==> config.mk <==
export PLATFORM = sky130hd
export DESIGN_NAME = irq_ack_ctrl
export DESIGN_NICKNAME = d
export VERILOG_FILES = /design/src/rtl/irq_ack_pkg.sv /design/src/rtl/irq_prio_enc.sv /design/src/rtl/irq_dlv_filter.sv /design/src/rtl/irq_svr_reg.sv /design/src/rtl/irq_ack_ctrl.sv
export SDC_FILE = /design/constraint.sdc
export NUM_CORES = 1
export LEC_CHECK = 0
export BUFFER_PORTS_ARGS = -buffer_cell sky130_fd_sc_hd__buf_4
export CORE_MARGIN = 2
export CORE_UTILIZATION = 46
export DETAILED_ROUTE_END_ITERATION = 10
export GPL_ROUTABILITY_DRIVEN = 0
export GPL_TIMING_DRIVEN = 1
export PLACE_DENSITY_LB_ADDON = 0.3
export SKIP_CTS_REPAIR_TIMING = 1
export SYNTH_ARGS = -nofsm -noshare
export SYNTH_HDL_FRONTEND = slang
export SYNTH_HIERARCHICAL = 1
export SYNTH_SLANG_ARGS = --single-unit
==> constraint.sdc <==
create_clock -name clk_i -period 3.1 [get_ports clk_i]
set_input_delay 0.31 -clock clk_i [delete_from_list [all_inputs] [get_ports clk_i]]
set_output_delay 0.31 -clock clk_i [all_outputs]
set_load 0.02 [all_outputs]
==> src/rtl/irq_ack_pkg.sv <==
package irq_ack_pkg;
  localparam int unsigned ADDR_W = 2;
  localparam int unsigned DATA_W = 32;

  typedef enum logic [ADDR_W-1:0] {
    ADR_SVR  = 2'd0,
    ADR_TPR  = 2'd1,
    ADR_MASK = 2'd2,
    ADR_EOI  = 2'd3
  } reg_adr_e;

  localparam int unsigned SVR_EN_BIT  = 8;
  localparam int unsigned SVR_FOC_BIT = 9;
  localparam int unsigned STAT_PEND_LSB = 16;
endpackage

==> src/rtl/irq_prio_enc.sv <==
module irq_prio_enc #(
  parameter int unsigned N     = 8,
  localparam int unsigned IDX_W = (N > 1) ? $clog2(N) : 1
) (
  input  logic [N-1:0]     req_i,
  output logic             any_o,
  output logic [IDX_W-1:0] idx_o
);
  // highest index wins
  always_comb begin
    any_o = 1'b0;
    idx_o = '0;
    for (int i = 0; i < N; i++) begin
      if (req_i[i]) begin
        any_o = 1'b1;
        idx_o = IDX_W'(i);
      end
    end
  end
endmodule

==> src/rtl/irq_dlv_filter.sv <==
module irq_dlv_filter #(
  parameter int unsigned NUM_SRC  = 8,
  parameter logic [7:0]  VEC_BASE = 8'h20
) (
  input  logic [NUM_SRC-1:0] pend_i,
  input  logic [NUM_SRC-1:0] mask_i,
  input  logic [3:0]         tpr_cls_i,
  input  logic [3:0]         isr_cls_i,
  output logic [NUM_SRC-1:0] dlv_o
);
  for (genvar g = 0; g < NUM_SRC; g++) begin : g_src
    localparam logic [7:0] SrcVec = VEC_BASE + 8'(g * 16);
    localparam logic [3:0] SrcCls = SrcVec[7:4];
    assign dlv_o[g] = pend_i[g] && !mask_i[g]
                   && (SrcCls > tpr_cls_i) && (SrcCls > isr_cls_i);
  end
endmodule

==> src/rtl/irq_svr_reg.sv <==
module irq_svr_reg #(
  parameter bit FULL_VEC = 1'b0
) (
  input  logic       clk_i,
  input  logic       rst_ni,
  input  logic       wr_i,
  input  logic [9:0] wdata_i,
  input  logic       glb_en_i,
  output logic [7:0] vec_o,
  output logic       sw_en_o,
  output logic       foc_dis_o
);
  always_ff @(posedge clk_i or negedge rst_ni) begin
    if (!rst_ni)                sw_en_o <= 1'b0;
    else if (wr_i && glb_en_i)  sw_en_o <= wdata_i[8];
  end

  if (FULL_VEC) begin : g_full
    logic [7:0] vec_q;
    always_ff @(posedge clk_i or negedge rst_ni) begin
      if (!rst_ni)   vec_q <= 8'hFF;
      else if (wr_i) vec_q <= wdata_i[7:0];
    end
    assign vec_o     = vec_q;
    assign foc_dis_o = 1'b0;  // reserved
  end else begin : g_narrow
    logic [3:0] hi_q;
    logic       foc_q;
    always_ff @(posedge clk_i or negedge rst_ni) begin
      if (!rst_ni) begin
        hi_q  <= 4'hF;
        foc_q <= 1'b0;
      end else if (wr_i) begin
        hi_q  <= wdata_i[7:4];
        foc_q <= wdata_i[9];
      end
    end
    assign vec_o     = {hi_q, 4'hF};
    assign foc_dis_o = foc_q;
  end
endmodule

==> src/rtl/irq_ack_ctrl.sv <==
module irq_ack_ctrl
  import irq_ack_pkg::*;
#(
  parameter int unsigned NUM_SRC  = 8,
  parameter logic [7:0]  VEC_BASE = 8'h20,
  parameter bit          FULL_VEC = 1'b0
) (
  input  logic               clk_i,
  input  logic               rst_ni,
  input  logic               glb_en_i,
  input  logic [NUM_SRC-1:0] src_i,
  input  logic               wr_en_i,
  input  logic [ADDR_W-1:0]  wr_addr_i,
  input  logic [DATA_W-1:0]  wr_data_i,
  input  logic [ADDR_W-1:0]  rd_addr_i,
  output logic [DATA_W-1:0]  rd_data_o,
  output logic               irq_o,
  input  logic               ack_i,
  output logic               vld_o,
  output logic [7:0]         vec_o
);
  localparam int unsigned IDX_W = (NUM_SRC > 1) ? $clog2(NUM_SRC) : 1;

  logic [NUM_SRC-1:0] pend_q, isr_q, mask_q, dlv;
  logic [7:0]         tpr_q, svr_vec;
  logic               sw_en, foc_dis, ctl_en;
  logic               dlv_any, isr_any;
  logic [IDX_W-1:0]   dlv_idx, isr_idx;
  logic [7:0]         dlv_vec, isr_vec;
  logic [3:0]         isr_cls;
  logic               svr_wr, tpr_wr, mask_wr, eoi_wr, take;
  logic [NUM_SRC-1:0] take_oh, eoi_oh;

  assign svr_wr  = wr_en_i && (wr_addr_i == ADR_SVR);
  assign tpr_wr  = wr_en_i && (wr_addr_i == ADR_TPR);
  assign mask_wr = wr_en_i && (wr_addr_i == ADR_MASK);
  assign eoi_wr  = wr_en_i && (wr_addr_i == ADR_EOI);

  irq_svr_reg #(.FULL_VEC(FULL_VEC)) u_svr (
    .clk_i    (clk_i),
    .rst_ni   (rst_ni),
    .wr_i     (svr_wr),
    .wdata_i  (wr_data_i[9:0]),
    .glb_en_i (glb_en_i),
    .vec_o    (svr_vec),
    .sw_en_o  (sw_en),
    .foc_dis_o(foc_dis)
  );

  assign ctl_en = glb_en_i && sw_en;

  irq_prio_enc #(.N(NUM_SRC)) u_isr_enc (
    .req_i(isr_q), .any_o(isr_any), .idx_o(isr_idx)
  );

  assign isr_vec = VEC_BASE + (8'(isr_idx) << 4);
  assign isr_cls = isr_any ? isr_vec[7:4] : 4'h0;

  irq_dlv_filter #(.NUM_SRC(NUM_SRC), .VEC_BASE(VEC_BASE)) u_dlv (
    .pend_i   (pend_q),
    .mask_i   (mask_q),
    .tpr_cls_i(tpr_q[7:4]),
    .isr_cls_i(isr_cls),
    .dlv_o    (dlv)
  );

  irq_prio_enc #(.N(NUM_SRC)) u_dlv_enc (
    .req_i(dlv), .any_o(dlv_any), .idx_o(dlv_idx)
  );

  assign dlv_vec = VEC_BASE + (8'(dlv_idx) << 4);
  assign take    = ack_i && ctl_en && dlv_any;

  always_comb begin
    take_oh = '0;
    eoi_oh  = '0;
    if (take)              take_oh[dlv_idx] = 1'b1;
    if (eoi_wr && isr_any) eoi_oh[isr_idx]  = 1'b1;
  end

  always_ff @(posedge clk_i or negedge rst_ni) begin
    if (!rst_ni) begin
      pend_q <= '0;
      isr_q  <= '0;
      mask_q <= '0;
      tpr_q  <= '0;
      irq_o  <= 1'b0;
      vld_o  <= 1'b0;
      vec_o  <= '0;
    end else begin
      pend_q <= (pend_q & ~take_oh) | src_i;
      isr_q  <= (isr_q & ~eoi_oh) | take_oh;
      if (mask_wr) mask_q <= wr_data_i[NUM_SRC-1:0];
      if (tpr_wr)  tpr_q  <= wr_data_i[7:0];
      irq_o <= !ack_i && ctl_en && dlv_any;
      vld_o <= ack_i;
      if (ack_i) vec_o <= take ? dlv_vec : svr_vec;
    end
  end

  always_comb begin
    rd_data_o = '0;
    unique case (rd_addr_i)
      ADR_SVR: begin
        rd_data_o[7:0]         = svr_vec;
        rd_data_o[SVR_EN_BIT]  = sw_en;
        rd_data_o[SVR_FOC_BIT] = foc_dis;
      end
      ADR_TPR:  rd_data_o[7:0] = tpr_q;
      ADR_MASK: rd_data_o[NUM_SRC-1:0] = mask_q;
      default: begin
        rd_data_o[NUM_SRC-1:0] = isr_q;
        rd_data_o[STAT_PEND_LSB +: NUM_SRC] = pend_q;
      end
    endcase
  end
endmodule

== Word-level counts from Yosys, hierarchy flattened ==
Cells that the tools add are included.

* Add/sub/neg operators: 2
* Order comparisons: 20
* Eq/ne operators: 5
* Mux-type cells: 41
* Bitwise logic cells: 6
* Reductions and logical operators: 49

{| class="wikitable"
|+ Operators with widths
! cell !! count
|-
| logical AND 1 bit || 37
|-
| greater-than comparator 3 x 4 -> 1 bit, first input constant || 8
|-
| 2-to-1 mux 8 bit || 4
|-
| 2-to-1 mux 3 bit || 8
|-
| one-hot mux 8 bit (3 select lines) || 1
|-
| 2-to-1 mux 1 bit || 20
|-
| adder 6 x 7 -> 8 bit, first input constant || 2
|-
| bitwise AND 8 bit || 2
|-
| greater-than comparator 2 x 4 -> 1 bit, first input constant || 4
|-
| greater-than comparator 4 bit, first input constant || 4
|-
| NOT 8 bit || 2
|-
| OR 8 bit || 2
|-
| 2-to-1 mux 2 bit || 5
|-
| zero test 1 bit || 9
|-
| less-than comparator 3 x 4 -> 1 bit, second input constant || 2
|-
| demux 1 bit (select 3 bit) || 2
|-
| equality test 2 bit, second input constant || 3
|-
| greater-or-equal comparator 3 x 1 -> 1 bit, second input constant || 2
|-
| equality test 2 x 1 -> 1 bit, second input constant || 2
|-
| zero test 2 bit || 2
|-
| 2-to-1 mux 4 bit || 1
|-
| OR reduction 3 bit || 1
|}

* Bits in registers: 48
* Input port bits: 49
* Output and inout bits: 42

== Depth between registers and ports, before layout ==
* Depth after elaboration: 26
* Mapped depth: 14
* Mapped depth without buffers: 13

== Modules after synthesis ==
Netlist, hierarchy kept.

{| class="wikitable"
|+ Modules (own cells, without submodules)
! module !! times used !! cells an instance !! area each (µm²)
|-
| irq_ack_ctrl || 1 || 189 || 2207.1
|-
| irq_svr_reg || 1 || 19 || 277.8
|-
| irq_dlv_filter || 1 || 21 || 173.9
|-
| irq_prio_enc || 2 || 12 || 57.6
|}

== Worst setup path before layout ==
No wires, ideal clock.

* Path kind: reg-to-reg
* From: reg isr_q[5]
* To: reg isr_q[0]
* Library setup time: 121 ps
* Data arrival time: 3152 ps
* Required time: 2979 ps
* Setup slack: -173 ps
* Stages on the path, launching flop included: 13
* Buffers on the path: 1
* Period minus slack after synthesis: 3273 ps
* Path through: dfrtp_1 -> o31ai_1 -> inv_1 -> ha_1 -> and2_1 -> or4_4 -> a2111oi_4 -> a21oi_1 -> o31ai_1 -> nor2b_1 -> and2_1 -> buf_6 -> a22o_1

* Longest elaborated chain between the ends: 20
* Elaborated cells on any way between the ends: 56
* Classes of those cells: add/sub (1); order compare (12); mux (28); bitwise (3); reduce/logical (12)

{| class="wikitable"
|+ Ends and longest elaborated chain
! what !! line !! RTL
|-
| start, declared || irq_ack_ctrl.sv:24 || <nowiki>logic [NUM_SRC-1:0] pend_q, isr_q, mask_q, dlv;</nowiki>
|-
| start signal, assigned || irq_ack_ctrl.sv:92 || <nowiki>isr_q <= (isr_q & ~eoi_oh) | take_oh;</nowiki>
|-
| 2-to-1 mux 3 bit (*) (3 in a row) || irq_prio_enc.sv:14 || <nowiki>if (req_i[i]) begin</nowiki>
|-
| via isr_idx[1] || irq_ack_ctrl.sv:28 || <nowiki>logic [IDX_W-1:0] dlv_idx, isr_idx;</nowiki>
|-
| adder 6 x 7 -> 8 bit (*) || irq_ack_ctrl.sv:56 || <nowiki>assign isr_vec = VEC_BASE + (8'(isr_idx) << 4);</nowiki>
|-
| 2-to-1 mux 4 bit (*) || irq_ack_ctrl.sv:57 || <nowiki>assign isr_cls = isr_any ? isr_vec[7:4] : 4'h0;</nowiki>
|-
| via isr_cls[2] || irq_ack_ctrl.sv:30 || <nowiki>logic [3:0] isr_cls;</nowiki>
|-
| greater-than comparator 2 x 4 -> 1 bit (*) || irq_dlv_filter.sv:15 || <nowiki>&& (SrcCls > tpr_cls_i) && (SrcCls > isr_cls_i);</nowiki>
|-
| logical AND 1 bit (*) || irq_dlv_filter.sv:15 ||
|-
| via dlv[1] || irq_ack_ctrl.sv:24 ||
|-
| [3 not listed] || -- ||
|-
| 2-to-1 mux 3 bit (*) (4 in a row) || irq_prio_enc.sv:14 ||
|-
| via dlv_idx[0] || irq_ack_ctrl.sv:28 ||
|-
| less-than comparator 3 x 4 -> 1 bit (not written as such) or greater-or-equal comparator 3 x 1 -> 1 bit (tied branches) || irq_ack_ctrl.sv:77 || <nowiki>if (take) take_oh[dlv_idx] = 1'b1;</nowiki>
|-
| logical AND 1 bit (not written as such) || irq_ack_ctrl.sv:77 ||
|-
| 2-to-1 mux 1 bit (not written as such) || irq_ack_ctrl.sv:77 ||
|-
| demux 1 bit (select 3 bit) (*) || irq_ack_ctrl.sv:77 ||
|-
| 2-to-1 mux 8 bit (*) || irq_ack_ctrl.sv:77 ||
|-
| OR 8 bit (*) || irq_ack_ctrl.sv:92 ||
|}

The timed path passes the listed nets; every way through them passes the cells marked *.
A chain may end at the register's enable or synchronous reset.

== Worst setup path after layout ==
* From: reg isr_q[7]
* To: reg vec_o[5]

* Elaborated cells on any way between the ends: 38
* Classes of those cells: add/sub (2); order compare (8); mux (19); reduce/logical (9)

{| class="wikitable"
|+ RTL lines
! what !! line !! RTL
|-
| 2-to-1 mux 3 bit || irq_prio_enc.sv:14 ||
|-
| via isr_idx[1] || irq_ack_ctrl.sv:28 ||
|-
| adder 6 x 7 -> 8 bit || irq_ack_ctrl.sv:56 ||
|-
| 2-to-1 mux 4 bit || irq_ack_ctrl.sv:57 ||
|-
| via isr_cls[3] || irq_ack_ctrl.sv:30 ||
|-
| greater-than comparator 3 x 4 -> 1 bit || irq_dlv_filter.sv:15 ||
|-
| logical AND 1 bit || irq_dlv_filter.sv:15 ||
|-
| via dlv[2] || irq_ack_ctrl.sv:24 ||
|-
| 2-to-1 mux 2 bit (2 in a row) || irq_prio_enc.sv:14 ||
|-
| 2-to-1 mux 3 bit (4 in a row) || irq_prio_enc.sv:14 ||
|-
| via dlv_idx[1] || irq_ack_ctrl.sv:28 ||
|-
| adder 6 x 7 -> 8 bit || irq_ack_ctrl.sv:71 || <nowiki>assign dlv_vec = VEC_BASE + (8'(dlv_idx) << 4);</nowiki>
|-
| 2-to-1 mux 8 bit || irq_ack_ctrl.sv:97 || <nowiki>if (ack_i) vec_o <= take ? dlv_vec : svr_vec;</nowiki>
|-
| end signal, assigned || irq_ack_ctrl.sv:97 ||
|-
| end, declared || irq_ack_ctrl.sv:20 || <nowiki>output logic [7:0] vec_o</nowiki>
|}

The timed path passes the listed nets, and every way through them passes these cells.

==> metrics.txt <==
synthesis warning total=6; number of diodes=0; ys flop type=dfrtp_1; Worst path slowest cell=or4_4; Syn Area/Cell=about 11 um2; clk slew on worst S/H paths=0.10 ns; Max VDD drop=between 0.4 and 0.5 mV; total grt overflow=0; DR WL met2=between 3 and 4 mm; clk_lat worst skew=about 0.31 ns; WL per Instance=17.1 um; max layer used=met4; count of pins over their slew limit=0; Syn Inst Count=about 250; area post-placement=3350 um2; Ports=91; CP Max Fanout=3; unrepaired setup endpoints after global routing=true; MaxCap Viol Count=0; First-pass DRT Iterations=4; post-synth cell types=42; PortBufs=54; final worst setup slack=0.0310 ns; cell mode on critical path=buf_4; Async S/R FF share, synth=100%; Setup Crit Path Kind=reg -> reg; post-route ant nets=0; die area=6670 um2; post-synthesis sequential area ratio=about 43%; clk root buf=clkbuf_8; PD cells=909 nW/um2; nets=391; leakage=1.66 nW; setup tns final=0 ns; initial core utilization=47.1%; period utilisation layout=99.0%; layout cell share with drive strength beyond 1=around 48%; cells along the critical path=nor2_2 > buf_6 > o31ai_4 > buf_4 > ha_4 > and2_4 > or4_4 > nor3b_4 > nor2_2 > o31ai_4 > inv_2 > buf_4 > buf_4 > mux2i_1 > a21oi_1; worst slack, placed=-0.137 ns; EDFF count, synth=0; clock buffer depth=2; Met3 Wirelength=332 um; Vias=2205; relative slew slack=just under 60%; fmax=326 MHz; Critical Path RT=3.30 ns; post-layout instance area=3620 um2; Post-Syn Area=2770 um2; die height=81.7 um; DIE WIDTH=81.7 um; Num Clock Sinks=between 40 and 50; vias in the first global route=2147; # H-tree levels=2; wl on met1=3.07 mm; area growth from synthesis to layout=30.4%; row count=28; Yosys reg bits=between 40 and 50; cts bufs inserted=5; outcome=finished clean; DRC Markers=0; CTS tree=yes; CP Capture Type=flop; crit start category=flop; Hold Vio Cnt, Final=0; Critical Path AT=3.26 ns; Tmin final=3.07 ns; Worst-Margin Slew=0.616 ns; largest net degree at the start of global routing=49; initial DRC count=137; Overall Global Routing Usage=a little over a fifth; Hold Path Class=in -> async; Via density=5.38; final HPWL from detailed placement=5.10 mm; Final Setup Violations=0; routed wire length=7.01 mm; core region area=5890 um2; Max stage delay on crit path=around 0.53 ns; initial antenna violation count=0; Post-Route Skew=approximately 0.0075 ns; first-pass GRT wire length=10.6 mm
-- cells in the final DEF (no fill, tap or decap), types with 8 or more instances in the layout --
cell     synthesis  layout
nor2_1          18      14
mux4_2           8       8
mux2_2          21      21
nand3_1         13      11
dfrtp_1         44      43
a31oi_1          8       8
a22o_1           8       8
inv_1           16      14
conb_1           2      18
and3_1          10      10
buf_4           18      84
-- synth_stat cells (all sizes together) (3+ instances only) --
library cell | n | area, um2
o31ai | 6 | 45.0
a31oi | 8 | 50.1
nand3b | 6 | 45.0
dfstp | 4 | 105
nand3 | 13 | 65.1
inv | 16 | 60.1
a21oi | 5 | 25.0
dfrtp | 44 | 1100
nor4b | 3 | 26.3
o21ai | 6 | 30.0
mux2 | 22 | 251
and2 | 5 | 31.3
nor2b | 3 | 18.8
buf | 26 | 193
ha | 8 | 100
nor2 | 18 | 67.6
mux4 | 8 | 180
a22o | 8 | 70.1
nand2 | 7 | 28.8
and3 | 12 | 85.1
nor3b | 4 | 30.0
-- where the power goes --
| group | total (mW) | leakage [nW] | internal (mW) | switching, mW |
|---|---|---|---|---|
| clock | 0.408 | 0.0516 | 0.183 | 0.226 |
| combinational | 1.97 | 1.06 | 0.975 | 0.993 |
| sequential | 0.909 | 0.549 | 0.776 | 0.132 |
-- cell families after synthesis --
family | count (synthesis) | synth area share (%)
adders and majority gates | 8 | 3.61
muxes | 31 | 15.9
AOI/OAI and AO/OA | 38 | 10.1
DFF | 48 | 43.5
and+or+nand+nor | 80 | 16.9
buffers and inverters | 46 | 9.65
other | 2 | 0.271
-- metrics by stage --
stage / total power [mW] / utilization [%] / cells / hold slack [ns]
6_report: 3.29 / 61.4 / 410 / 0.00311
5_1_grt: 3.49 / 61.4 / 410 / 0.0450
4_1_cts: 2.96 / 58.5 / 404 / 0.0213
3_5_place_dp: 2.54 / 56.9 / 396 / 0.367
3_3_place_gp: 2.50 / 56.9 / 396 / 0.359
2_1_floorplan: 1.83 / - / 269 / 0.0144
-- state kept, by name, summed over array words and instances, names as in the netlist --
register / cells
vld_o: 1
mask_q: 8
vec_o: 8
pend_q: 8
irq_o: 1
tpr_q: 8
u_svr/foc_dis_o: 1
isr_q: 8
u_svr/sw_en_o: 1
u_svr/g_narrow.hi_q: 4
-- layer usage --
metal | GRT usage (%) | vias up
li1 | - | 1033
met1 | 27.5 | 1085
met2 | 36.3 | 72
met3 | 3.52 | 15
met4 | 9.50 | 0
met5 | 0 | -
-- final cells by class --
| class | count | area [um2] |
|---|---|---|
| clock buffers | 6 | 82.6 |
| clock inverters | 2 | 13.8 |
| fillers | 523 | 2270 |
| inverters | 18 | 67.6 |
| multi-input cells | 176 | 1510 |
| flip-flops and latches | 48 | 1210 |
| well taps | 75 | 93.8 |
| repair buffers | 85 | 642 |
-- final timing paths --
kind,start,endpoint,slack (ns),depth (start not counted)
max in group asynchronous,rst_ni,isr_q[5],2.66,1
setup / recovery,isr_q[7],vec_o[5],0.03,15
setup reg to reg,isr_q[7],vec_o[5],0.03,15
hold / removal,rst_ni,pend_q[5],0.003,1
min in group clk_i,src_i[6],pend_q[6],0.18,2
hold reg to reg,tpr_q[1],tpr_q[1],0.51,1
-- critical path: cells and delay by family (launching register included) --
family	cells	cell delay, ns
adder cells (fa/ha/maj)	1	0.15
flip-flops	1	0.40
multiplexers	1	0.18
AND/OR/NAND/NOR	5	1.16
buffers and inverters	5	0.64
AO/OA/AOI/OAI	3	0.42
No activity file was read; power rests on OpenSTA's default activity.
